File: src/rtl/ecc_mem_pkg.sv
package ecc_mem_pkg;
    localparam int DATA_W   = 64;
    localparam int HAM_W    = 7;
    localparam int CHK_W    = HAM_W + 1;
    localparam int WORD_W   = DATA_W + CHK_W;
    localparam int BE_W     = DATA_W / 8;
    localparam int LAST_POS = DATA_W + HAM_W;

    typedef enum logic [1:0] {
        MODE_OFF     = 2'b00,
        MODE_DETECT  = 2'b01,
        MODE_CORRECT = 2'b10,
        MODE_SCRUB   = 2'b11
    } integ_mode_e;

    typedef enum logic [2:0] {
        ST_IDLE  = 3'd0,
        ST_READ  = 3'd1,
        ST_MERGE = 3'd2,
        ST_FILL  = 3'd3,
        ST_SCRUB = 3'd4
    } path_st_e;

    // Data bits occupy the non-power-of-two code positions 3..71 in order;
    // the Hamming bits are the XOR of the positions of all set data bits.
    function automatic logic [HAM_W-1:0] ham_bits(input logic [DATA_W-1:0] d);
        logic [HAM_W-1:0] acc;
        int idx;
        acc = '0;
        idx = 0;
        for (int pos = 1; pos <= LAST_POS; pos++) begin
            if ((pos & (pos - 1)) != 0) begin
                if (d[idx]) acc = acc ^ pos[HAM_W-1:0];
                idx++;
            end
        end
        return acc;
    endfunction
endpackage

File: src/rtl/ecc_encode.sv
module ecc_encode
    import ecc_mem_pkg::*;
(
    input  logic [DATA_W-1:0] data_i,
    output logic [CHK_W-1:0]  chk_o
);
    logic [HAM_W-1:0] ham;

    always_comb begin
        ham   = ham_bits(data_i);
        chk_o = {^{data_i, ham}, ham};
    end
endmodule

File: src/rtl/ecc_check.sv
module ecc_check
    import ecc_mem_pkg::*;
(
    input  logic [WORD_W-1:0] word_i,
    output logic [DATA_W-1:0] data_o,
    output logic              single_o,
    output logic              multi_o
);
    logic [DATA_W-1:0] raw;
    logic [HAM_W-1:0]  syn;
    logic              odd;
    int                idx;

    always_comb begin
        raw      = word_i[DATA_W-1:0];
        syn      = ham_bits(raw) ^ word_i[DATA_W +: HAM_W];
        odd      = ^word_i;
        single_o = odd && (syn <= HAM_W'(LAST_POS));
        multi_o  = (!odd && (syn != '0)) || (odd && (syn > HAM_W'(LAST_POS)));
        data_o   = raw;
        idx      = 0;
        for (int pos = 1; pos <= LAST_POS; pos++) begin
            if ((pos & (pos - 1)) != 0) begin
                if (odd && (syn == pos[HAM_W-1:0])) data_o[idx] = ~raw[idx];
                idx++;
            end
        end
    end
endmodule

File: src/rtl/ecc_mem_path.sv
module ecc_mem_path
    import ecc_mem_pkg::*;
#(
    parameter int ADDR_W = 6
) (
    input  logic              clk,
    input  logic              rst_n,
    input  logic [1:0]        integ_mode,
    input  logic              req_valid,
    output logic              req_ready,
    input  logic              req_write,
    input  logic [ADDR_W-1:0] req_addr,
    input  logic [BE_W-1:0]   req_be,
    input  logic [DATA_W-1:0] req_wdata,
    output logic              resp_valid,
    output logic [DATA_W-1:0] resp_data,
    output logic              mem_en,
    output logic              mem_we,
    output logic [ADDR_W-1:0] mem_addr,
    output logic [BE_W-1:0]   mem_be,
    output logic [WORD_W-1:0] mem_wdata,
    input  logic [WORD_W-1:0] mem_rdata,
    output logic              err_valid,
    output logic              err_multi,
    output logic [ADDR_W-1:0] err_addr
);
    localparam logic [BE_W-1:0] BE_ALL = '1;

    typedef struct packed {
        path_st_e          st;
        integ_mode_e       mode;
        logic [ADDR_W-1:0] addr;
        logic [DATA_W-1:0] data;
        logic [BE_W-1:0]   be;
    } ctl_t;

    ctl_t              ctl_q, ctl_d;
    logic [DATA_W-1:0] enc_data_d;
    logic [CHK_W-1:0]  enc_chk;
    logic [DATA_W-1:0] fix_data;
    logic              dec_single, dec_multi;
    logic              corrects_d;
    logic [DATA_W-1:0] old_data_d, merged_d;
    integ_mode_e       mode_in;

    ecc_encode u_enc (.data_i(enc_data_d), .chk_o(enc_chk));

    ecc_check u_chk (
        .word_i  (mem_rdata),
        .data_o  (fix_data),
        .single_o(dec_single),
        .multi_o (dec_multi)
    );

    always_comb begin
        ctl_d      = ctl_q;
        mode_in    = integ_mode_e'(integ_mode);
        corrects_d = (ctl_q.mode == MODE_CORRECT) || (ctl_q.mode == MODE_SCRUB);
        old_data_d = corrects_d ? fix_data : mem_rdata[DATA_W-1:0];
        for (int b = 0; b < BE_W; b++) begin
            merged_d[8*b +: 8] = ctl_q.be[b] ? ctl_q.data[8*b +: 8] : old_data_d[8*b +: 8];
        end
        enc_data_d = (ctl_q.st == ST_IDLE) ? req_wdata : ctl_q.data;

        req_ready  = 1'b0;
        resp_valid = 1'b0;
        resp_data  = old_data_d;
        mem_en     = 1'b0;
        mem_we     = 1'b0;
        mem_addr   = ctl_q.addr;
        mem_be     = BE_ALL;
        mem_wdata  = {enc_chk, enc_data_d};
        err_valid  = 1'b0;
        err_multi  = dec_multi;
        err_addr   = ctl_q.addr;

        case (ctl_q.st)
            ST_IDLE: begin
                req_ready = 1'b1;
                mem_addr  = req_addr;
                if (req_valid) begin
                    mem_en     = 1'b1;
                    ctl_d.mode = mode_in;
                    ctl_d.addr = req_addr;
                    ctl_d.data = req_wdata;
                    ctl_d.be   = req_be;
                    if (!req_write) begin
                        ctl_d.st = ST_READ;
                    end else if (mode_in == MODE_OFF) begin
                        mem_we    = 1'b1;
                        mem_be    = req_be;
                        mem_wdata = {{CHK_W{1'b0}}, req_wdata};
                    end else if (req_be == BE_ALL) begin
                        mem_we = 1'b1;
                    end else begin
                        ctl_d.st = ST_MERGE;
                    end
                end
            end
            ST_READ: begin
                resp_valid = 1'b1;
                err_valid  = (ctl_q.mode != MODE_OFF) && (dec_single || dec_multi);
                ctl_d.data = fix_data;
                ctl_d.st   = ((ctl_q.mode == MODE_SCRUB) && dec_single) ? ST_SCRUB : ST_IDLE;
            end
            ST_MERGE: begin
                err_valid  = (ctl_q.mode != MODE_OFF) && (dec_single || dec_multi);
                ctl_d.data = merged_d;
                ctl_d.st   = ST_FILL;
            end
            ST_FILL, ST_SCRUB: begin
                mem_en   = 1'b1;
                mem_we   = 1'b1;
                ctl_d.st = ST_IDLE;
            end
            default: ctl_d.st = ST_IDLE;
        endcase
    end

    always_ff @(posedge clk) begin
        if (!rst_n) ctl_q <= '0;
        else        ctl_q <= ctl_d;
    end

    assert_err_pulse_R10: assert property (@(posedge clk) disable iff (!rst_n)
        err_valid |=> !err_valid);

    assert_read_latency_R4: assert property (@(posedge clk) disable iff (!rst_n)
        resp_valid |-> $past(req_valid && req_ready && !req_write));

    assert_off_silent_R8: assert property (@(posedge clk) disable iff (!rst_n)
        (req_valid && req_ready && !req_write && integ_mode == 2'b00) |=> (resp_valid && !err_valid));

    assert_rmw_sequence_R3: assert property (@(posedge clk) disable iff (!rst_n)
        (req_valid && req_ready && req_write && req_be != BE_ALL && integ_mode != 2'b00)
        |=> (!req_ready && !mem_en) ##1 (!req_ready && mem_en && mem_we && mem_be == BE_ALL));

    assert_scrub_writeback_R9: assert property (@(posedge clk) disable iff (!rst_n)
        (resp_valid && err_valid && !err_multi && ctl_q.mode == MODE_SCRUB)
        |=> (mem_en && mem_we && mem_addr == $past(err_addr)));

    assert_multi_no_writeback_R6: assert property (@(posedge clk) disable iff (!rst_n)
        (resp_valid && err_valid && err_multi) |=> !mem_en);
endmodule

File: config.mk
export PLATFORM = sky130hd
export DESIGN_NAME = ecc_mem_path
export DESIGN_NICKNAME = d
export VERILOG_FILES = /design/src/rtl/ecc_mem_pkg.sv /design/src/rtl/ecc_encode.sv /design/src/rtl/ecc_check.sv /design/src/rtl/ecc_mem_path.sv
export SDC_FILE = /design/constraint.sdc
export NUM_CORES = 1
export LEC_CHECK = 0
export CAP_MARGIN = 10
export CORE_UTILIZATION = 50
export DETAILED_ROUTE_END_ITERATION = 10
export HOLD_SLACK_MARGIN = 0.1
export PLACE_DENSITY = 0.84
export SYNTH_ARGS = -nofsm -noshare
export SYNTH_HDL_FRONTEND = slang
export SYNTH_SLANG_ARGS = --single-unit
File: constraint.sdc
create_clock -name clk -period 7.07 [get_ports clk]
set_input_delay 1.414 -clock clk [delete_from_list [all_inputs] [get_ports clk]]
set_output_delay 1.414 -clock clk [all_outputs]
set_load 0.02 [all_outputs]
# Word level (Yosys, flattened, before mapping)
# Cells that the tools add are included.
# word_totals
in_bits	156
ram_bits	0
regBits	83
n_memories	0
wordCells	640
out_inout_bits	162
latchBits	0
mem_bits_ro	0
# op_classes
n_mul	0
mux	261
eq_ne	82
n_reduce_logical	92
n_lt_le_gt_ge	2
bitwise_logic	191
addsub	0
shifts	0
div_mod_pow	0
# ops
cell	count
two-way mux 72 bit	10
two-way mux 6 bit	64
equality test 7 x 6 -> 1 bit, second input constant	31
two-way mux 64 bit	3
one-hot mux 64 bit (3 select lines)	1
two-way mux 83 bit	2
two-way mux 5 bit	31
two-way mux 8 bit	19
inverter 3 bit	46
inverter 4 bit	32
equality test 7 x 5 -> 1 bit, second input constant	15
two-way mux 7 bit	15
parity 72 bit	1
parity 71 bit	1
logical AND 1 bit	69
inverter 2 bit	34
inverter 1 bit	64
two-way mux 63 bit	1
two-way mux 62 bit	1
two-way mux 61 bit	1
two-way mux 3 bit	20
two-way mux 4 bit	15
two-way mux 60 bit	1
inverter 5 bit	12
other kinds (80)	139

# Depth between registers and ports, before layout
# logic_depth
word_depth	197
mapped_depth	13

# By module
# Synthesis repeated with hierarchy kept, for this count alone.
# unflattened
cells_unflattened	1316
area_unflattened_um2	11074.4
# by_module_without_submodules
module	cells_each	instances	area_each_um2
ecc_mem_path	890	1	6865.3
ecc_check	313	1	2771.4
ecc_encode	113	1	1437.6

# Worst setup path before layout
# OpenSTA, ideal clock, no wires.
# synth_timing
path_type	input to output
start	input mem_rdata[61]
end	output resp_data[1]
cell_stages	13
path_slack_ns	1.145
t_arrival_ns	4.511
path_cell_list	clkbuf_1 > xnor3_1 > xor2_1 > xnor3_1 > xnor2_2 > xnor3_2 > buf_6 > a211oi_4 > buf_6 > nand2_1 > buf_2 > nor2_1 > xor2_1
# synth_between
elab_chain_cells	72
word_cells_on_any_way	73
classes_between	eq/ne: 1; mux: 67; bitwise: 3; reduce/logical: 2
# synth_rtl
item	line_no	rtl
from (decl)	ecc_mem_path.sv:22	input logic [WORD_W-1:0] mem_rdata,
two-way mux 7 bit	ecc_mem_pkg.sv:33	if (d[idx]) acc = acc ^ pos[HAM_W-1:0];
inverter 3 bit (no line)	--	
two-way mux 7 bit	ecc_mem_pkg.sv:33	
inverter 4 bit (no line)	--	
two-way mux 7 bit	ecc_mem_pkg.sv:33	
XOR 7 bit	ecc_check.sv:16	syn = ham_bits(raw) ^ word_i[DATA_W +: HAM_W];
equality test 7 x 3 -> 1 bit	ecc_check.sv:24	if (odd && (syn == pos[HAM_W-1:0])) data_o[idx] = ~raw[idx];
logical AND 1 bit (*)	ecc_check.sv:24	
[56 not listed]	--	
two-way mux 58 bit (*)	ecc_check.sv:24	
two-way mux 59 bit (*)	ecc_check.sv:24	
two-way mux 60 bit (*)	ecc_check.sv:24	
two-way mux 61 bit (*)	ecc_check.sv:24	
two-way mux 62 bit (*)	ecc_check.sv:24	
two-way mux 63 bit (*)	ecc_check.sv:24	
two-way mux 64 bit (*)	ecc_check.sv:24	
two-way mux 64 bit (*)	ecc_mem_path.sv:59	old_data_d = corrects_d ? fix_data : mem_rdata[DATA_W-1:0];
to (decl)	ecc_mem_path.sv:16	output logic [DATA_W-1:0] resp_data,
# Mark *: on every way between the ends. The rest lies on a longest branch, timed or not.

# Final worst setup path
# layout_timing
start	input mem_rdata[8]
end	output resp_data[21]
# layout_between
elab_chain_cells	133
word_cells_on_any_way	154
classes_between	eq/ne: 1; mux: 100; bitwise: 51; reduce/logical: 2
# layout_rtl
item	line_no
two-way mux 4 bit	ecc_mem_pkg.sv:33
inverter 3 bit (no line)	--
two-way mux 4 bit	ecc_mem_pkg.sv:33
inverter 4 bit (no line)	--
two-way mux 4 bit	ecc_mem_pkg.sv:33
two-way mux 5 bit (3 in series)	ecc_mem_pkg.sv:33
inverter 2 bit (no line)	--
two-way mux 5 bit	ecc_mem_pkg.sv:33
[115 not listed]	--
two-way mux 58 bit (*)	ecc_check.sv:24
two-way mux 59 bit (*)	ecc_check.sv:24
two-way mux 60 bit (*)	ecc_check.sv:24
two-way mux 61 bit (*)	ecc_check.sv:24
two-way mux 62 bit (*)	ecc_check.sv:24
two-way mux 63 bit (*)	ecc_check.sv:24
two-way mux 64 bit (*)	ecc_check.sv:24
two-way mux 64 bit (*)	ecc_mem_path.sv:59
# Marked as above.

==> impl_metrics.csv <==
group,metric,value,unit
run_status,outcome,"completed",
floorplanning,core_area,0.0210,sq mm
power,switching_share,0.500,
floorplanning,io_pins,318,
setup_path,startpoint,"mem_rdata[8]",
worst_hold_path,hp-class,"reg2reg",
floorplanning,die_h,148,microns
global_routing,grt_pass1_wl,65700,microns
setup_path,arrival,5520,ps
drt,drt-total-wl,44500,microns
place,dp_worst_setup_slack,102,ps
setup_path,r2r_slack,4210,ps
logic_synthesis,yosys_warnings,0,
timing,relSlewSlack,0.340,
timing,slew_viol_final,0,
clock_tree,cts_setup_buffers,0,
power,p_leak,6.01,nW
layout,regArea,0.00166,sq mm
timing,hold_violations,0,
layout,multi_input_area,0.00846,sq mm
clock_tree,cts.htree.levels,3,
logic_synthesis,synth.distinct_cells,63,
setup_path,r2r_start,"ctl_q[81]",
drt,postRouteAntennaNets,0,
logic_synthesis,yosys.area_share.xor_xnor,0.358,
power,p_sw,0.00318,W
logic_synthesis,syn_avg_cell_area,8.21,sq um
logic_synthesis,synth_compound_area_frac,0.167,
setup_path,crit_type,"in2out",
power,power_density,429,mW/mm^2
layout,fill_cells,1659,
logic_synthesis,synth_top_family_by_area,"XOR/XNOR gates",
flow_run,maxCapViolations,0,
clock_tree,cts_tree,"yes",
clock_tree,clockRootBuffer,"clkbuf_16",
layout,area_delta_synth_final,38.4,%
global_routing,grt-ovfl-total,0,
floorplanning,start_util,0.509,
logic_synthesis,yosysTopAreaCellShare,0.155,
logic_synthesis,ys_top_cells_by_area,"dfxtp_1, xnor2_1, xor2_1, xnor3_1, mux2_2",
power,seqPwrFrac,0.093,
timing,maxClockFrequency,144,MHz
timing,tns,0,ps
place,dpl.hpwl,35300,microns
timing,worst_pin_slew,988,ps
global_routing,grt_max_degree,72,
power,p_comb_frac,0.828,
timing,setup_slack,134,ps
layout,drive_above_1_share,0.125,
global_routing,antenna_found_initial,1,
setup_path,path_max_fanout,15,
logic_synthesis,netlist_area,0.0107,sq mm
floorplanning,fp.dieW,148,microns
setup_path,reg2reg_depth,7,
setup_path,worst_ep_required_time,5660,ps
floorplanning,num_rows,53,
clock_tree,cts.clk_slew.worst_paths,70,ps
floorplanning,die-area,0.0220,sq mm
logic_synthesis,yosys.area.top_type,"dfxtp_1",
setup_path,cp-end-kind,"output pin",
timing,rsz0062_at_grt,"no",
drt,route.detailed.drc,0,
drt,wl_per_cell,23.4,microns
logic_synthesis,synth_edf_count,0,
logic_synthesis,ys_seq_area_frac,0.155,
drt,dr.pass1.iters,6,
drt,dr_total_vias,11719,
clock_tree,cts_buffers,9,
timing,worst_clock_skew,8.70,ps
timing,setup_viol_count_final,0,
place,gp_congestion,0.988,
place,port_buffers,317,
timing,min_period,6940,ps
logic_synthesis,synthAdderAreaFrac,0,
power,clkPwrFrac,0.079,
global_routing,grt_pass1_vias,11059,
drt,drt_iter0_drc,1395,
logic_synthesis,synthCells,1302,
setup_path,r2r-end,"ctl_q[18]",
global_routing,grt_usage,0.399,
logic_synthesis,synth_nets,1458,
logic_synthesis,ys_async_sr_fraction,0,
power,max-vdd-ir-drop,1.03,mV
layout,final_nets,1780,
logic_synthesis,synth-simple-area-share,0.170,
clock_tree,clk_path_buf_depth,2,
timing,period_share,0.981,
logic_synthesis,synth_ff_type,"dfxtp_1",
power,p_int,0.00317,W
setup_path,start_kind,"primary input",
setup_path,worstSetupEndpoint,"resp_data[21]",
logic_synthesis,synthMuxAreaShare,0.0954,
clock_tree,clk_latency,350,ps
logic_synthesis,ys_ff_latch,83,
clock_tree,clock-sinks,83,
drt,viasPerCell,6.15,
## worst min path at each step
stage                    from         to  depth (start not counted)
finish              ctl_q[37]  ctl_q[37]                          2
global route        ctl_q[37]  ctl_q[37]                          2
CTS                  ctl_q[3]   ctl_q[3]                          2
detailed placement   ctl_q[6]   ctl_q[6]                          2
global placement    ctl_q[37]  ctl_q[37]                          2
floorplan           ctl_q[37]  ctl_q[37]                          2
## layout make-up
class / instances / area share
Antenna cell: 1 / 0.000169
Clock buffer: 10 / 0.0161
Clock inverter: 6 / 0.00440
Inverter: 22 / 0.00558
Multi-Input combinational cell: 1090 / 0.572
Sequential cell: 83 / 0.112
Tap cell: 275 / 0.0232
Timing Repair Buffer: 418 / 0.266
## power groups by stage
stage | Clock [W] | Sequential (W) | Combinational (W)
6_report | 0.000500 | 0.000592 | 0.00525
5_1_grt | 0.000517 | 0.000598 | 0.00547
3_3_place_gp | 0 | 0.000597 | 0.00509
4_1_cts | 0.000495 | 0.000589 | 0.00517
2_1_floorplan | 0 | 0.000577 | 0.00332
3_5_place_dp | 0 | 0.000599 | 0.00514
## cell families (layout without fill, tap and decap cells)
logic type | count (synthesis) | count (layout)
buf+inv | 129 | 456
flops | 83 | 83
mux | 95 | 95
compound gates | 260 | 260
other cells | 0 | 1
simple gates | 377 | 377
xor+xnor | 358 | 358
## cells in the final DEF, fill, tap and decap left out, types with 10 or more instances in the layout
master | synthesis | routed
o22ai_1 | 21 | 21
xnor2_1 | 155 | 155
nand2b_1 | 13 | 11
buf_4 | 12 | 100
a32oi_1 | 25 | 25
a211oi_2 | 10 | 10
nand2_1 | 124 | 123
nor2_1 | 113 | 113
clkdlybuf4s50_1 | 0 | 317
dfxtp_1 | 83 | 83
nand4_1 | 36 | 36
xor2_1 | 152 | 152
a21oi_1 | 68 | 68
o21ai_0 | 34 | 34
or3_1 | 16 | 16
xnor3_1 | 42 | 42
inv_1 | 22 | 22
mux2i_1 | 40 | 40
mux2_2 | 55 | 55
o21ai_1 | 21 | 21
nand3_1 | 29 | 29
a211o_1 | 20 | 20
## repair_timing
item	in CTS	in global routing
hold buffers	0	0
endpoints found under the setup margin	0	15
gates resized for setup	0	1
## worst max-delay path, cell delays in order
cell and delay (ps):
clkdlybuf4s50_1 630, xor2_1 280, xnor2_1 120, xnor2_1 280
xnor3_1 550, xnor3_2 590, nor4b_4 360, nand2_1 80
buf_4 230, nor2_1 150, xor2_1 190, clkdlybuf4s50_1 630
## state kept, by name, indices dropped and copies added, names as in the netlist
signal and flops:
err_addr 6, ctl_q 77
## cell usage after synthesis (6+ instances only)
cell type  number
buf_4          12
mux2i_1        40
a211oi_1        9
o211ai_1        6
o21ai_0        34
clkbuf_1       62
o22ai_1        21
a21oi_1        68
a211o_1        20
a32oi_1        25
nand4_1        36
dfxtp_1        83
nand2_1       124
nand3_1        29
nor2_1        113
o31ai_1         6
nor3b_1         6
or3_1          16
nor3_1          6
nand2b_1       13
mux2_2         55
a211oi_2       10
inv_1          22
xnor3_1        42
xor2_1        152
o21ai_1        21
xnor2_1       155
buf_2          25
and2_1          9
## per-layer routing
layer,vias to the layer above,track usage,share of wire
met5,-,0,0
met4,0,0.187,0.050
met3,135,0.0693,0.11
met2,822,0.639,0.45
met1,5542,0.520,0.39
li1,5220,-,-
## stage by stage
stage                     area, sq um  hold slack, ps   util  instances  total power [W]
after detailed placement        14500             451  0.689       1888          0.00574
final                           14800             461  0.704       1905          0.00635
after global routing            14800             478  0.704       1905          0.00658
after CTS                       14800             459  0.704       1904          0.00625
after global placement          14500             436  0.689       1888          0.00569
after floorplan                 10700             423      -       1302          0.00389
No activity file was read; power rests on OpenSTA's default activity.
